[src/rtl/frame_scr_pkg.sv]
package frame_scr_pkg;
  localparam int unsigned PN_W   = 10;
  localparam int unsigned TAP_HI = 10;
  localparam int unsigned TAP_LO = 3;
endpackage

[src/rtl/pn_source.sv]
module pn_source #(
  parameter int unsigned W      = frame_scr_pkg::PN_W,
  parameter int unsigned TAP_HI = frame_scr_pkg::TAP_HI,
  parameter int unsigned TAP_LO = frame_scr_pkg::TAP_LO
) (
  input  logic clk,
  input  logic rst_n,
  input  logic reseed,
  input  logic advance,
  output logic pn_bit
);
  localparam logic [W-1:0] SEED = '1;

  function automatic logic tap_mix(input logic [W-1:0] s);
    return s[TAP_HI-1] ^ s[TAP_LO-1];
  endfunction

  function automatic logic [W-1:0] shift_in(input logic [W-1:0] s, input logic b);
    return {s[W-2:0], b};
  endfunction

  localparam logic FIRST_PN = tap_mix(SEED);

  logic [W-1:0] state_q;
  logic [W-1:0] base_state;
  logic [W-1:0] state_d;

  assign base_state = reseed ? SEED : state_q;
  assign pn_bit     = tap_mix(base_state);
  assign state_d    = advance ? shift_in(base_state, pn_bit) : base_state;

  always_ff @(posedge clk or negedge rst_n) begin
    if (!rst_n) state_q <= SEED;
    else        state_q <= state_d;
  end


  idle_hold_chk: assert property (@(posedge clk) disable iff (!rst_n)
    (!advance && !reseed) |=> $stable(state_q));

  reseed_load_chk: assert property (@(posedge clk) disable iff (!rst_n)
    (reseed && !advance) |=> (state_q == SEED));

  shift_in_chk: assert property (@(posedge clk) disable iff (!rst_n)
    advance |=> (state_q[0] == $past(pn_bit)));

  first_pn_chk: assert property (@(posedge clk) disable iff (!rst_n)
    reseed |-> (pn_bit == FIRST_PN));
endmodule

[src/rtl/bit_mixer.sv]
module bit_mixer (
  input  logic clk,
  input  logic rst_n,
  input  logic in_valid,
  input  logic in_bit,
  input  logic pn_bit,
  output logic out_valid,
  output logic out_bit
);
  function automatic logic mix(input logic d, input logic p);
    return d ^ p;
  endfunction

  always_ff @(posedge clk or negedge rst_n) begin
    if (!rst_n) begin
      out_valid <= 1'b0;
      out_bit   <= 1'b0;
    end else begin
      out_valid <= in_valid;
      out_bit   <= in_valid ? mix(in_bit, pn_bit) : 1'b0;
    end
  end


  valid_rise_chk: assert property (@(posedge clk) disable iff (!rst_n)
    in_valid |=> out_valid);

  valid_drop_chk: assert property (@(posedge clk) disable iff (!rst_n)
    !in_valid |=> !out_valid);

  mix_chk: assert property (@(posedge clk) disable iff (!rst_n)
    in_valid |=> (out_bit == ($past(in_bit) ^ $past(pn_bit))));

  quiet_chk: assert property (@(posedge clk) disable iff (!rst_n)
    !in_valid |=> !out_bit);
endmodule

[src/rtl/frame_scrambler.sv]
module frame_scrambler #(
  parameter int unsigned W      = frame_scr_pkg::PN_W,
  parameter int unsigned TAP_HI = frame_scr_pkg::TAP_HI,
  parameter int unsigned TAP_LO = frame_scr_pkg::TAP_LO
) (
  input  logic clk,
  input  logic rst_n,
  input  logic frame_start,
  input  logic in_valid,
  input  logic in_bit,
  output logic out_valid,
  output logic out_bit
);
  logic pn_bit;

  pn_source #(.W(W), .TAP_HI(TAP_HI), .TAP_LO(TAP_LO)) u_pn (
    .clk     (clk),
    .rst_n   (rst_n),
    .reseed  (frame_start),
    .advance (in_valid),
    .pn_bit  (pn_bit)
  );

  bit_mixer u_mix (
    .clk       (clk),
    .rst_n     (rst_n),
    .in_valid  (in_valid),
    .in_bit    (in_bit),
    .pn_bit    (pn_bit),
    .out_valid (out_valid),
    .out_bit   (out_bit)
  );


  reset_quiet_chk: assert property (@(posedge clk) $rose(rst_n) |-> (!out_valid && !out_bit));
endmodule

[config.mk]
export PLATFORM = sky130hd
export DESIGN_NAME = frame_scrambler
export DESIGN_NICKNAME = d
export VERILOG_FILES = /design/src/rtl/frame_scr_pkg.sv /design/src/rtl/pn_source.sv /design/src/rtl/bit_mixer.sv /design/src/rtl/frame_scrambler.sv
export SDC_FILE = /design/constraint.sdc
export NUM_CORES = 1
export LEC_CHECK = 0
export BUFFER_PORTS_ARGS = -buffer_cell sky130_fd_sc_hd__buf_2
export CORE_AREA = 2 2 39 41
export CTS_CLUSTER_SIZE = 28
export DETAILED_ROUTE_END_ITERATION = 6
export DIE_AREA = 0 0 41 43
export PLACE_DENSITY = 0.58
export SLEW_MARGIN = 25
export SYNTH_ARGS = -nofsm -noshare
export SYNTH_HDL_FRONTEND = slang
export SYNTH_SLANG_ARGS = --single-unit
[constraint.sdc]
create_clock -name clk -period 3 [get_ports clk]
set_input_delay 0.45 -clock clk [delete_from_list [all_inputs] [get_ports clk]]
set_output_delay 0.45 -clock clk [all_outputs]
set_load 0.1 [all_outputs]
==> results.cfg <==
[run_status]
run_status = finished, final reports clean

[timing]
final.period_utilization = 0.483
timing.fmax_mhz = 690
finalClockSkew_ns = 0.00370
slew_violations = 0
totalNegativeSetupSlack_ns = 0
unrepaired_setup_endpoints_after_global_routing = no
report.final.hold_viol_count = 0
min_period_ns = 1.45
setup_viol = 0
worstMarginPinSlew_ns = 0.485
max-slew-margin-rel = 0.679

[critical_path]
end_kind = output pin
cp_data_arrival_time_ns = 1.00
crit_buf_inv = 1
cp_data_required_time_ns = 2.55
critical-path-top-delay-family = buffers and inverters
timing.critical_path.slowest_cell_delay_ns = 0.41
worstReg2RegStart = u_pn.state_q[2]
critical_path.startpoint_type = flop
path_class = reg -> out
worst-path-max-fanout = 1
cp_slowest_cell = sky130_fd_sc_hd__buf_2
timing.critical_path.from = u_mix.out_bit
cp_cell_sequence = buf_2

[cells_and_area]
antenna_cells = 0
post-route-cell-area_um2 = 579
drive_above_1_share = 0.478
fin_nets = 52
nFillCells = 130
syn2layout_area_growth_pct = 14.3
postLayoutCoreUtil = 0.419

[die]
fp.dieArea_um2 = 1760
initial_utilization = 0.366
core_area_um2 = 1380
die_x_um = 41
chipHeight_um = 43
io_pins = 7
fp-row-count = 14

[pwr]
leakage_power_summed_over_all_cells_nw = 0.236
report.power.total_w = 0.000353
max-vdd-ir-drop_v = 0.000237
power.density_nw_per_um2 = 609

[logic_synthesis]
synthesis.nets = 44
proportion_of_synthesized_chip_area_in_sequential_cells = 0.617
yosys-top-cells-area = sky130_fd_sc_hd__dfstp_2 (52%), sky130_fd_sc_hd__a211o_1 (14%), sky130_fd_sc_hd__dfrtp_1 (9.9%)
netlist_area_pre_place_um2 = 507
ys_dominant_reg_cell = sky130_fd_sc_hd__dfstp_2
synth.distinct_cells = 13
synth_top_cell_area_share = 0.519
async_reset_ff_frac = 1.00
synth_warnings = 0
synth-seq-cells = 12
number_of_synthesized_flops_with_an_enable_pin = 0
synth_largest_area_cell = sky130_fd_sc_hd__dfstp_2
synthMostInstantiatedCell = sky130_fd_sc_hd__dfstp_2
syn_avg_cell_area_um2 = 13.0
synth.cells.most_frequent = sky130_fd_sc_hd__dfstp_2 (10), sky130_fd_sc_hd__a211o_1 (8), sky130_fd_sc_hd__nor2b_1 (8)
postSynthCellCount = 39

[cts]
clk_transition_reported_paths_ns = 0.07
cts_hold_bufs = 0
clk_path_buf_depth = 2
cts_buffers = 3
cts_repair_resize_count = 0
cts.root.buffer_cell = sky130_fd_sc_hd__clkbuf_4
clkSinkCount = 12
cts_post_setup_buffers_inserted = 0
worstSkewPairLatency_ns = 0.26
cts_tree = done
cts_htree_levels = 1

[routing]
ant_nets = 0
routedWlPerCell_um = 12.4
drt_first_pass_iters = 2
remaining_drc_errors = 0
num_vias = 306
detail_route.wirelength_um = 769
drt_iter0_drc = 4
viasPerCell = 4.94

[placement]
numPortBuffers = 6
gpl.final_weighted_congestion = 0.641
placed_area_um2 = 543

[global_routing]
grt_max_degree = 23
grt-ovfl-total = 0
grt_antenna_before_repair = 0
grt.total_usage = 0.112
first_global_vias = 305
grt_first_pass_wirelength_um = 1300

[min_path]
worstHoldPathType = in -> async

[flow_run]
maxCapViolations = 0
==> routing by layer <==
| metal | global-route usage | wire length (um) |
|---|---|---|
| met5 | 0 | 0 |
| met4 | 0.0600 | 0 |
| met3 | 0.0314 | 54 |
| met2 | 0.156 | 375 |
| met1 | 0.151 | 339 |
==> state kept, by name (all words and copies together), names as in the netlist <==
signal           count
u_pn.state_q        10
u_mix.out_bit        1
u_mix.out_valid      1
==> cells in the final DEF (no fill, tap or decap), drive strengths merged <==
master / instances
dfstp: 10
a211o: 9
buf: 6
or3: 1
dfrtp: 2
o31a: 1
o21ai: 2
a21boi: 1
nor2b: 9
clkbuf: 4
xnor2: 1
==> layout make-up <==
class                      count  area [um2]  share of cell area
sequential                    12         313               0.540
multi-input combinational     24         180               0.311
clock buffer                   4        36.3              0.0626
timing repair buffer           6        30.0              0.0518
tap                           16        20.0              0.0346
==> worst register-to-register path: cells and delay by family (launching register included) <==
family          cells  cell delay [ns]
flops               1             0.55
simple gates        1             0.31
xor+xnor            1             0.09
compound gates      1             0.15
==> where the power goes <==
part / switching [W] / internal, W / leakage [nW]
sequential: 0.00000545 / 0.000179 / 0.130
clock: 0.0000490 / 0.0000736 / 0.0210
combinational: 0.0000295 / 0.0000159 / 0.0846
total: 0.0000840 / 0.000269 / 0.236
==> logic make-up after synthesis <==
family | synth area share
compound gates | 0.210
flops | 0.617
simple gates | 0.128
buf+inv | 0.0272
xor+xnor | 0.0173
==> stage by stage <==
stage                     setup slack (ns)  cells  hold slack (ns)
after floorplan                       1.67     39            0.154
after detailed placement              1.75     58            0.333
after global routing                  1.51     62           0.0433
final                                 1.55     62           0.0377
after global placement                1.80     58            0.326
after CTS                             1.53     62           0.0390
==> final timing paths <==
check	to	slack [ns]	depth (start not counted)
min	u_mix.out_bit	0.04	1
min in group clk	u_mix.out_bit	0.46	3
min reg2reg	u_pn.state_q[0]	0.61	1
max	out_bit	1.55	1
max in group asynchronous	u_pn.state_q[6]	2.70	1
max reg2reg	u_mix.out_bit	1.82	3
Note: power is estimated with default switching activity, not from simulation.
